--- config.mk ---
export PLATFORM = sky130hd
export DESIGN_NAME = pwr_wake_ctrl
export DESIGN_NICKNAME = d
export VERILOG_FILES = /design/src/rtl/pwr_wake_pkg.sv /design/src/rtl/pwr_req_decode.sv /design/src/rtl/pwr_wake_timer.sv /design/src/rtl/pwr_state_fsm.sv /design/src/rtl/pwr_wake_ctrl.sv
export SDC_FILE = /design/constraint.sdc
export NUM_CORES = 1
export LEC_CHECK = 0
export BUFFER_PORTS_ARGS = -buffer_cell sky130_fd_sc_hd__buf_2
export CAP_MARGIN = 10
export CELL_PAD_IN_SITES_DETAIL_PLACEMENT = 0
export CELL_PAD_IN_SITES_GLOBAL_PLACEMENT = 2
export CORE_AREA = 3 3 82 45
export CTS_CLUSTER_DIAMETER = 100
export DETAILED_ROUTE_END_ITERATION = 7
export DIE_AREA = 0 0 85 48
export GPL_TIMING_DRIVEN = 0
export PLACE_DENSITY_LB_ADDON = 0.1
export SLEW_MARGIN = 10
export SYNTH_ARGS = -nofsm -noshare
export SYNTH_HDL_FRONTEND = slang
export SYNTH_SLANG_ARGS = --single-unit
export TNS_END_PERCENT = 50
--- constraint.sdc ---
create_clock -name clk -period 4.9 [get_ports clk]
set_input_delay 0.735 -clock clk [delete_from_list [all_inputs] [get_ports clk]]
set_output_delay 0.735 -clock clk [all_outputs]
set_load 0.01 [all_outputs]
--- src/rtl/pwr_wake_pkg.sv ---
package pwr_wake_pkg;
  typedef enum logic [1:0] {
    PS_RUN   = 2'd0,
    PS_NAP   = 2'd1,
    PS_SLEEP = 2'd2,
    PS_WAKE  = 2'd3
  } pwr_state_e;

  typedef enum logic [1:0] {
    RQ_RUN   = 2'd0,
    RQ_NAP   = 2'd1,
    RQ_SLEEP = 2'd2
  } pwr_req_e;
endpackage

--- src/rtl/pwr_req_decode.sv ---
module pwr_req_decode
  import pwr_wake_pkg::*;
(
  input  logic       par_mode,
  input  logic       pin_dcs,
  input  logic       pin_sleep,
  input  logic       pin_lvds,
  input  logic [1:0] reg_pwr,
  input  logic       reg_oe_dis,
  output pwr_req_e   req,
  output logic       drv_en,
  output logic       dcs_en,
  output logic       lvds_half
);
  always_comb begin
    if (par_mode) begin
      req       = pin_sleep ? RQ_SLEEP : RQ_RUN;
      drv_en    = 1'b1;
      dcs_en    = pin_dcs;
      lvds_half = pin_lvds;
    end else begin
      if (reg_pwr[1])      req = RQ_SLEEP;
      else if (reg_pwr[0]) req = RQ_NAP;
      else                 req = RQ_RUN;
      drv_en    = ~reg_oe_dis;
      dcs_en    = 1'b0;
      lvds_half = 1'b0;
    end
  end
endmodule

--- src/rtl/pwr_wake_timer.sv ---
module pwr_wake_timer #(
  parameter int CW = 12
) (
  input  logic          clk,
  input  logic          rst_n,
  input  logic          load,
  input  logic [CW-1:0] load_val,
  input  logic          run,
  output logic          last
);
  logic [CW-1:0] cnt;

  always_ff @(posedge clk) begin
    if (!rst_n)                cnt <= '0;
    else if (load)             cnt <= load_val;
    else if (run && cnt != '0) cnt <= cnt - 1'b1;
  end

  assign last = (cnt == CW'(1));
endmodule

--- src/rtl/pwr_state_fsm.sv ---
module pwr_state_fsm
  import pwr_wake_pkg::*;
#(
  parameter int NAP_CYC   = 100,
  parameter int SLEEP_CYC = 3000,
  parameter int CW        = 12
) (
  input  logic          clk,
  input  logic          rst_n,
  input  pwr_req_e      req,
  input  logic          clk_present,
  input  logic          tmr_last,
  output pwr_state_e    state,
  output logic          tmr_load,
  output logic [CW-1:0] tmr_val
);
  pwr_state_e state_n;
  logic       slow_q;

  always_comb begin
    state_n  = state;
    tmr_load = 1'b0;
    tmr_val  = CW'(SLEEP_CYC);
    case (state)
      PS_RUN: begin
        if (req == RQ_NAP)        state_n = PS_NAP;
        else if (req == RQ_SLEEP) state_n = PS_SLEEP;
      end
      PS_NAP: begin
        if (req == RQ_SLEEP) state_n = PS_SLEEP;
        else if (req == RQ_RUN) begin
          state_n  = PS_WAKE;
          tmr_load = 1'b1;
          tmr_val  = (slow_q || !clk_present) ? CW'(SLEEP_CYC) : CW'(NAP_CYC);
        end
      end
      PS_SLEEP: begin
        if (req == RQ_NAP) state_n = PS_NAP;
        else if (req == RQ_RUN) begin
          state_n  = PS_WAKE;
          tmr_load = 1'b1;
        end
      end
      default: begin
        if (req == RQ_NAP)        state_n = PS_NAP;
        else if (req == RQ_SLEEP) state_n = PS_SLEEP;
        else if (tmr_last)        state_n = PS_RUN;
      end
    endcase
  end

  always_ff @(posedge clk) begin
    if (!rst_n) begin
      state  <= PS_SLEEP;
      slow_q <= 1'b1;
    end else begin
      state <= state_n;
      if (state_n == PS_SLEEP)                  slow_q <= 1'b1;
      else if (state == PS_NAP && !clk_present) slow_q <= 1'b1;
      else if (state_n == PS_RUN)               slow_q <= 1'b0;
    end
  end
endmodule

--- src/rtl/pwr_wake_ctrl.sv ---
module pwr_wake_ctrl
  import pwr_wake_pkg::*;
#(
  parameter int NAP_CYC   = 100,
  parameter int T_REF_CYC = 500
) (
  input  logic       clk,
  input  logic       rst_n,
  input  logic       par_mode,
  input  logic       pin_dcs,
  input  logic       pin_sleep,
  input  logic       pin_lvds,
  input  logic [1:0] reg_pwr,
  input  logic       reg_oe_dis,
  input  logic       clk_present,
  output logic       core_pwr_en,
  output logic       ref_pwr_en,
  output logic       data_valid,
  output logic       data_oe,
  output logic       ovf_oe,
  output logic       clkout_oe,
  output logic       dcs_en,
  output logic       lvds_half_cur
);
  localparam int SLEEP_CYC = T_REF_CYC + 2500;
  localparam int MAX_CYC   = (SLEEP_CYC > NAP_CYC) ? SLEEP_CYC : NAP_CYC;
  localparam int CW        = $clog2(MAX_CYC + 1);

  pwr_req_e      req;
  pwr_state_e    state;
  logic          drv_en;
  logic          tmr_load;
  logic          tmr_last;
  logic [CW-1:0] tmr_val;

  pwr_req_decode u_dec (
    .par_mode   (par_mode),
    .pin_dcs    (pin_dcs),
    .pin_sleep  (pin_sleep),
    .pin_lvds   (pin_lvds),
    .reg_pwr    (reg_pwr),
    .reg_oe_dis (reg_oe_dis),
    .req        (req),
    .drv_en     (drv_en),
    .dcs_en     (dcs_en),
    .lvds_half  (lvds_half_cur)
  );

  pwr_state_fsm #(.NAP_CYC(NAP_CYC), .SLEEP_CYC(SLEEP_CYC), .CW(CW)) u_fsm (
    .clk         (clk),
    .rst_n       (rst_n),
    .req         (req),
    .clk_present (clk_present),
    .tmr_last    (tmr_last),
    .state       (state),
    .tmr_load    (tmr_load),
    .tmr_val     (tmr_val)
  );

  pwr_wake_timer #(.CW(CW)) u_tmr (
    .clk      (clk),
    .rst_n    (rst_n),
    .load     (tmr_load),
    .load_val (tmr_val),
    .run      (state == PS_WAKE),
    .last     (tmr_last)
  );

  assign core_pwr_en = (state == PS_RUN) || (state == PS_WAKE);
  assign ref_pwr_en  = (state != PS_SLEEP);
  assign data_valid  = (state == PS_RUN);
  assign data_oe     = drv_en;
  assign ovf_oe      = drv_en;
  assign clkout_oe   = drv_en;
endmodule

### Yosys cells after proc, flatten, opt, wreduce, memory -nomap -nowiden

Cells that the tools add are included.
Widths: inputs -> output; s select.

* flip-flop bits (word level): 15
* bits of input ports: 10
* logic and storage cells: 51

* add/sub/neg operators: 1
* equal/unequal tests: 8
* multiplexer cells: 26
* bitwise operators: 2
* reduce and logical (&&, ||, !) cells: 11

Operators by type and width (count)
* $mux 12: 6
* $mux 2: 11
* $eq 12x1->1 const B: 1
* $reduce_bool 12->1: 1
* $sub 12x1->12 const B: 1
* $eq 2x2->1 const B: 4
* $mux 1: 7
* $logic_not 2->1: 3
* $pmux 2 s3: 1
* $eq 2x1->1 const B: 2
* $reduce_or 3->1: 1
* $logic_and 1x1->1: 2
* $logic_or 1x1->1: 2
* $ne 2x2->1 const B: 1
* $not 1->1: 2
* $pmux 1 s2: 1
* $reduce_bool 2->1: 1
* $logic_not 1->1: 1

### Logic depth before layout (Yosys ltp)

Gate-level depths: netlist of the first run.

* word-level depth: 9
* gate-level depth with buffers: 7
* depth with buffers taken out: 7

### Modules after synthesis

Synthesis of the first run repeated with hierarchy kept, for this count alone.

* cell total of the unflattened synthesis: 154
* area, all modules: 1231.2 µm²

By module, submodules not included
* pwr_wake_timer: times used 1, cells an instance 87, area each 714.4 µm², sequential area each 240.2 µm²
* pwr_state_fsm: times used 1, cells an instance 53, area each 405.4 µm², sequential area each 60.1 µm²
* pwr_wake_ctrl: times used 1, cells an instance 9, area each 67.6 µm², sequential area each 0.0 µm²
* pwr_req_decode: times used 1, cells an instance 5, area each 43.8 µm², sequential area each 0.0 µm²

### Least setup slack after synthesis of the first run

No wires, ideal clock.

* path type: input-to-reg
* from: in par_mode
* to: reg u_fsm.slow_q
* setup time: 0.136 ns
* arrival: 1.927 ns
* required time: 4.764 ns
* path slack: 2.837 ns
* stages on the path: 6
* buffers on the path: 1
* path through: buf_2 mux2i_1 nor2b_1 a2111oi_0 o22a_1 o2111ai_1

* word-level cells in the longest chain between the ends: 7
* elaborated cells on any way between the ends: 15

Ends and longest elaborated chain
* start, declared: line pwr_wake_ctrl.sv:9 `input logic par_mode,`
* $mux 2 *: line pwr_req_decode.sv:16 `if (par_mode) begin`
* $eq 2x2->1 / $logic_not 2->1 (equally long branches)
* $mux 2, on equally long branches (2 in a row)
* $pmux 2 s3 *: line pwr_state_fsm.sv:24 `case (state)`
* $eq 2x2->1: line pwr_state_fsm.sv:58 `if (state_n == PS_SLEEP) slow_q <= 1'b1;`
* $reduce_or 3->1 (no source line)
* end signal, assigned: line pwr_state_fsm.sv:58
* end signal, assigned: line pwr_state_fsm.sv:59 `else if (state == PS_NAP && !clk_present) slow_q <= 1'b1;`
* end signal, assigned: line pwr_state_fsm.sv:60 `else if (state_n == PS_RUN) slow_q <= 1'b0;`
* end, declared: line pwr_state_fsm.sv:18 `logic slow_q;`

Mark *: on every way between the ends. The rest lies on a longest branch, timed or not.
A chain may end at the register's enable or synchronous reset.

### Worst setup path after layout of the first run

* from: reg u_fsm.state[0]
* to: reg u_tmr.cnt[7]

* word-level cells in the longest chain between the ends: 3
* elaborated cells on any way between the ends: 8

Ends and longest elaborated chain
* start, declared: line pwr_state_fsm.sv:13 `output pwr_state_e state,`
* start signal, assigned: line pwr_state_fsm.sv:57 `state <= state_n;`
* $eq 2x2->1 (tied with other cells): line pwr_state_fsm.sv:24
* $pmux 1 s2 (tied with other cells): line pwr_state_fsm.sv:24
* $mux 12 / $reduce_bool 2->1 (equally long branches)
* end signal, assigned: line pwr_wake_timer.sv:15 `else if (load) cnt <= load_val;`
* end signal, assigned: line pwr_wake_timer.sv:16 `else if (run && cnt != '0) cnt <= cnt - 1'b1;`
* end, declared: line pwr_wake_timer.sv:11 `logic [CW-1:0] cnt;`

Parallel ways exist; a longest one is shown, timed or not.

==> flow_metrics.env, run 1 <==
export IMPL_synth_fp_nets=135
export IMPL_cts_setup_buffers=0
export IMPL_worstHoldStart="u_tmr.cnt[10]"
export IMPL_ys_warnings_count=0
export IMPL_clock_sinks=15
export IMPL_antenna_found_initial=0
export IMPL_clkTransAtPathRegs_ns=0.06
export IMPL_clock_fmax_mhz=443.6
export IMPL_h_tree_depth=1
export IMPL_area_growth_pct=17.47
export IMPL_seq_power_share_pct=30.5
export IMPL_ys_flop_type="dfxtp_1"
export IMPL_fin_tns_setup_ns=0
export IMPL_maxSlewViolCount=0
export IMPL_grt_pass1_vias=790
export IMPL_r2r_slack_ns=2.65
export IMPL_finalCritPeriodShare_pct=46.00
export IMPL_synth_seq_cells=15
export IMPL_holdPathEnd="u_tmr.cnt[10]"
export IMPL_drive_gt1_share_pct=21.74
export IMPL_path_max_fanout=9
export IMPL_crit_path_start_kind="flop"
export IMPL_comb_power_share_pct=57.3
export IMPL_grt_util_met2_pct=19.14
export IMPL_fin_skew_ns=0.001525
export IMPL_leakagePower_nw=0.4679
export IMPL_grt_start_max_net_pins=11
export IMPL_dp_hpwl_um=1748
export IMPL_cp_arrival_ns=2.35
export IMPL_avgSynthCellArea_sq_um=8.557
export IMPL_use_met1_pct=14.83
export IMPL_die_w_um=85
export IMPL_rsz0062_at_grt="no"
export IMPL_r2r_end="u_tmr.cnt[7]"
export IMPL_drc=0
export IMPL_floorplan_initialDensity_pct=33.71
export IMPL_grt_met3_usage_pct=4.811
export IMPL_cp_end_kind="flop"
export IMPL_async_reset_ff_share_pct=0
export IMPL_cts_root_buf="clkbuf_8"
export IMPL_setup_viol=0
export IMPL_synthCells=118
export IMPL_drtAntennaViolNets=0
export IMPL_port_buffer_count=16
export IMPL_synth_edff_count=0
export IMPL_cts_path_max_buffers=2
export IMPL_switchingPower_uw=376.9
export IMPL_r2r_start="u_fsm.state[0]"
export IMPL_die_area_sq_um=4080
export IMPL_synth_area_sq_um=1010
export IMPL_min_path_type="reg2reg"
export IMPL_clkLatencyLatePin_ns=0.25
export IMPL_slew_headroom_pct=37.81
export IMPL_vdd_ir_drop_max_mv=0.2353
export IMPL_gp_routability_congestion=0.6992
export IMPL_cts_tree="done"
export IMPL_fin_nets=156
export IMPL_yosysSeqAreaShare_pct=29.74
export IMPL_p_sw_share_pct=46.20
export IMPL_crit_required_ns=4.99
export IMPL_drtIter0Drc=38
export IMPL_whs_path_depth=2
export IMPL_tightest_slew_ns=0.9249
export IMPL_viasPerCell=5.006
export IMPL_die_h_um=48
export IMPL_drv_cap=0
export IMPL_fp_row_count=14
export IMPL_status="complete, no violations"
export IMPL_synth_cell_types=42
export IMPL_diodes=0
export IMPL_groute_usage_overall_pct=11.74
export IMPL_post_cts_resized=0
export IMPL_finalHoldViolCount=0
export IMPL_p_int_uw=438.9
export IMPL_powerDensity_nw_per_um2=687.8
export IMPL_place_ws_ns=2.575
export IMPL_min_period_ns=2.254
export IMPL_numCtsBuffers=3
export IMPL_wire_per_inst_um=12.81
export IMPL_ctsHoldBuffers=0
export IMPL_vias=891
export IMPL_grt_overflow_total=0
export IMPL_ios=18
export IMPL_grt_pass1_wl_um=3705
export IMPL_busiest_layer="met2"
export IMPL_design_area_sq_um=1186
export IMPL_clkPwrFrac_pct=12.2
export IMPL_core_sq_um=2995
export IMPL_reg2reg_depth=7
export IMPL_drtPass1Iterations=3
export IMPL_crit_type="reg2reg"
export IMPL_placed_cell_area_sq_um=1140
export IMPL_wirelength_um=2281
export IMPL_setup_slack_ns=2.646
-- state kept, by name (all words and copies together), names as in the netlist --
signal,flops
u_tmr.cnt,12
u_fsm.state,2
u_fsm.slow_q,1
-- power by group through the flow --
stage	combinational [mW]	clock [mW]	sequential [mW]
6_report	0.467	0.0997	0.249
5_1_grt	0.529	0.107	0.257
4_1_cts	0.472	0.105	0.247
3_5_place_dp	0.467	0	0.249
3_3_place_gp	0.469	0	0.250
2_1_floorplan	0.374	0	0.234
-- per-layer routing --
metal,wire length (um),vias up
met3,150,4
met4,17,0
li1,-,465
met5,0,-
met1,1159,403
met2,954,19
-- how the worst max path moves through the flow --
stage	from	endpoint	slack, ns	cells after the start
global route	u_fsm.state[0]	u_tmr.cnt[7]	2.40	7
finish	u_fsm.state[0]	u_tmr.cnt[7]	2.65	7
CTS	u_fsm.state[0]	u_tmr.cnt[7]	2.62	7
global placement	par_mode	u_tmr.cnt[8]	2.53	5
floorplan	par_mode	u_fsm.slow_q	2.84	6
detailed placement	par_mode	u_tmr.cnt[3]	2.58	5
-- cell families after synthesis --
kind of cell	count (synthesis)	share of synthesized area [%]
xor gates and xnor gates	10	8.675
buffers and inverters	12	5.328
muxes	1	0.9914
DFF	15	29.74
adders and majority gates	7	8.674
and+or+nand+nor	46	27.51
AOI/OAI and AO/OA	27	19.08
-- metrics by stage --
stage | utilization (%) | hold WS (ns) | instances | total power [mW]
2_1_floorplan | - | 0.4619 | 118 | 0.6084
3_3_place_gp | 38.05 | 0.4773 | 174 | 0.7187
3_5_place_dp | 38.05 | 0.4926 | 174 | 0.7162
4_1_cts | 39.60 | 0.5012 | 178 | 0.8249
5_1_grt | 39.60 | 0.5210 | 178 | 0.8936
6_report | 39.60 | 0.4953 | 178 | 0.8158
-- synthesized netlist by cell type, drive strengths merged (3+ instances only) --
master  count  area share, %
dfxtp      15             30
a21oi      11            5.5
nand2      10            4.0
xor2        9            7.8
ha          7            8.7
inv         7            2.6
nor2        7            2.6
nor3        5            4.0
and2        3            1.9
buf         3            2.0
nand2b      3            1.9
nand4       3            1.9
o31ai       3            2.2
-- area by class of cell --
class | instances | area [sq um]
Fill cell | 319 | 1809
Multi-Input combinational cell | 91 | 655.6
Sequential cell | 15 | 300.3
Timing Repair Buffer | 16 | 80.08
Tap cell | 40 | 50.05
Clock buffer | 3 | 41.29
Buffer | 5 | 27.53
Inverter | 7 | 26.28
Clock inverter | 1 | 5.005
-- critical path, cell delays in order (launching register included) --
cell      delay, ns
dfxtp_1        0.44
ha_1           0.18
clkbuf_1       0.32
inv_1          0.14
a41oi_1        0.56
nand4b_1       0.21
xor2_1         0.18
a21oi_1        0.08
-- placed cells by master (no fill, tap or decap), drive strengths merged, types with 2 or more instances in the layout --
| cell | instances |
|---|---|
| a21oi | 11 |
| nor4 | 2 |
| a21boi | 2 |
| nand4 | 3 |
| or4 | 2 |
| buf | 19 |
| nand4b | 2 |
| nor2b | 2 |
| nor3b | 2 |
| o31ai | 3 |
| inv | 7 |
| dfxtp | 15 |
| nor2 | 7 |
| nand3 | 2 |
| nand2 | 10 |
| nand2b | 3 |
| ha | 7 |
| o21ai | 2 |
| nor3 | 5 |
| xor2 | 9 |
| clkbuf | 5 |
| and2 | 3 |
| o221ai | 2 |
Note: power is estimated with default switching activity, not from simulation.
==> run 2, diff against run 1 <==
Settings changed: CORE_AREA 3 3 82 45 to 3 3 84 46, DIE_AREA 0 0 85 48 to 0 0 87 49.
Clock period 4.9 ns to 2.35 ns, I/O delays scaled along.
==> flow_metrics.env, run 2 (synthesis results as in run 1) <==
export IMPL_drtIter0Drc=22
export IMPL_leakagePower_nw=0.4656
export IMPL_cts_path_max_buffers=2
export IMPL_status="complete, no violations"
export IMPL_ios=18
export IMPL_clkPwrFrac_pct=12.1
export IMPL_tightest_slew_ns=0.8594
export IMPL_fillCellCount=325
export IMPL_drive_gt1_share_pct=21.74
export IMPL_min_path_type="in2reg"
export IMPL_gp_routability_congestion=0.7197
export IMPL_design_area_sq_um=1192
export IMPL_numCtsBuffers=3
export IMPL_busiest_layer="met1"
export IMPL_floorplan_initialDensity_pct=32.94
export IMPL_path_max_fanout=9
export IMPL_switchingPower_uw=785.6
export IMPL_crit_type="reg2reg"
export IMPL_final_cell_mix="buf_2 (17), dfxtp_1 (15), a21oi_1 (11)"
export IMPL_largest_reg_flops=12
export IMPL_drtPass1Iterations=3
export IMPL_crit_required_ns=2.44
export IMPL_drv_cap=0
export IMPL_port_buffer_count=16
export IMPL_clock_fmax_mhz=484.6
export IMPL_use_met1_pct=16.25
export IMPL_die_w_um=87
export IMPL_fin_nets=156
export IMPL_groute_usage_overall_pct=10.80
export IMPL_cts_tree="done"
export IMPL_rsz0062_at_grt="no"
export IMPL_cp_arrival_ns=2.15
export IMPL_worstHoldStart="rst_n"
export IMPL_fin_skew_ns=0.0009350
export IMPL_final_common_cell="buf_2"
export IMPL_core_sq_um=3065
export IMPL_cp_end_kind="flop"
export IMPL_vias=861
export IMPL_viasPerCell=4.837
export IMPL_p_int_uw=923.2
export IMPL_crit_path_start="u_fsm.state[0]"
export IMPL_min_period_ns=2.064
export IMPL_cts_setup_buffers=0
export IMPL_die_area_sq_um=4263
export IMPL_setup_viol=0
export IMPL_finalCritPeriodShare_pct=87.81
export IMPL_die_h_um=49
export IMPL_r2r_start="u_fsm.state[0]"
export IMPL_drc=0
export IMPL_grt_start_max_net_pins=11
export IMPL_diodes=0
export IMPL_vdd_ir_drop_max_mv=0.5070
export IMPL_comb_power_share_pct=57.6
export IMPL_grt_overflow_total=0
export IMPL_slew_headroom_pct=42.22
export IMPL_powerDensity_nw_per_um2=1433
export IMPL_finalHoldViolCount=0
export IMPL_grt_met3_usage_pct=3.373
export IMPL_multi_input_area_sq_um=663.1
export IMPL_h_tree_depth=1
export IMPL_ctsHoldBuffers=0
export IMPL_cts_root_buf="clkbuf_8"
export IMPL_p_sw_share_pct=45.97
export IMPL_clkLatencyLatePin_ns=0.24
export IMPL_top_register="u_tmr.cnt"
export IMPL_drtAntennaViolNets=0
export IMPL_area_growth_pct=18.09
export IMPL_maxSlewViolCount=0
export IMPL_clkTransAtPathRegs_ns=0.06
export IMPL_grt_pass1_vias=784
export IMPL_grt_pass1_wl_um=3650
export IMPL_crit_path_start_kind="flop"
export IMPL_wire_per_inst_um=12.56
export IMPL_clock_sinks=15
export IMPL_fin_tns_setup_ns=0
export IMPL_dp_hpwl_um=1763
export IMPL_grt_util_met2_pct=14.61
export IMPL_reg_top3="u_tmr.cnt (12), u_fsm.state (2), u_fsm.slow_q (1)"
export IMPL_fp_row_count=14
export IMPL_seq_area_sq_um=300.3
export IMPL_antenna_found_initial=0
export IMPL_wirelength_um=2236
export IMPL_placed_cell_area_sq_um=1140
export IMPL_post_cts_resized=0
export IMPL_seq_power_share_pct=30.3
-- run 2: area by class of cell --
cell class	count	share of cell area, %
Timing Repair Buffer	16	6.716
Sequential cell	15	25.18
Buffer	5	2.309
Clock buffer	4	3.778
Inverter	7	2.204
Tap cell	40	4.197
Multi-Input combinational cell	91	55.61
-- run 2: through the flow --
step	hold slack (ns)	worst slack, ns	total power [mW]	cells	utilization [%]
detailed placement	0.4885	0.08778	1.499	174	37.18
finish	0.3331	0.2865	1.709	178	38.90
floorplan	0.4144	0.5801	1.269	118	-
global route	0.3414	0.03073	1.872	178	38.90
CTS	0.3309	0.06593	1.717	178	38.65
global placement	0.4815	0.07228	1.502	174	37.18
-- run 2: critical path, cell delays in order, from the launching register on --
cell,delay [ns]
dfxtp_1,0.44
ha_1,0.18
clkbuf_1,0.33
inv_1,0.16
a41oi_2,0.39
nand4b_1,0.16
xor2_1,0.17
a21oi_1,0.08
-- run 2: final timing paths --
path | to | slack (ns) | cells after the start
setup / recovery | u_tmr.cnt[7] | 0.29 | 7
hold / removal | u_fsm.state[1] | 0.33 | 2
setup reg to reg | u_tmr.cnt[7] | 0.29 | 7
hold reg to reg | u_tmr.cnt[10] | 0.49 | 2
-- run 2: power groups by stage --
stage	clock [mW]	combinational, mW	sequential, mW
floorplan	0	0.781	0.488
global placement	0	0.978	0.524
detailed placement	0	0.977	0.522
CTS	0.216	0.984	0.517
global route	0.222	1.11	0.536
finish	0.207	0.984	0.518
-- run 2: metal layers --
layer	vias to the layer above	part of all wire, %
met1	378	54
li1	462	-
met5	-	0
met3	2	6.9
met4	0	0.54
met2	19	38
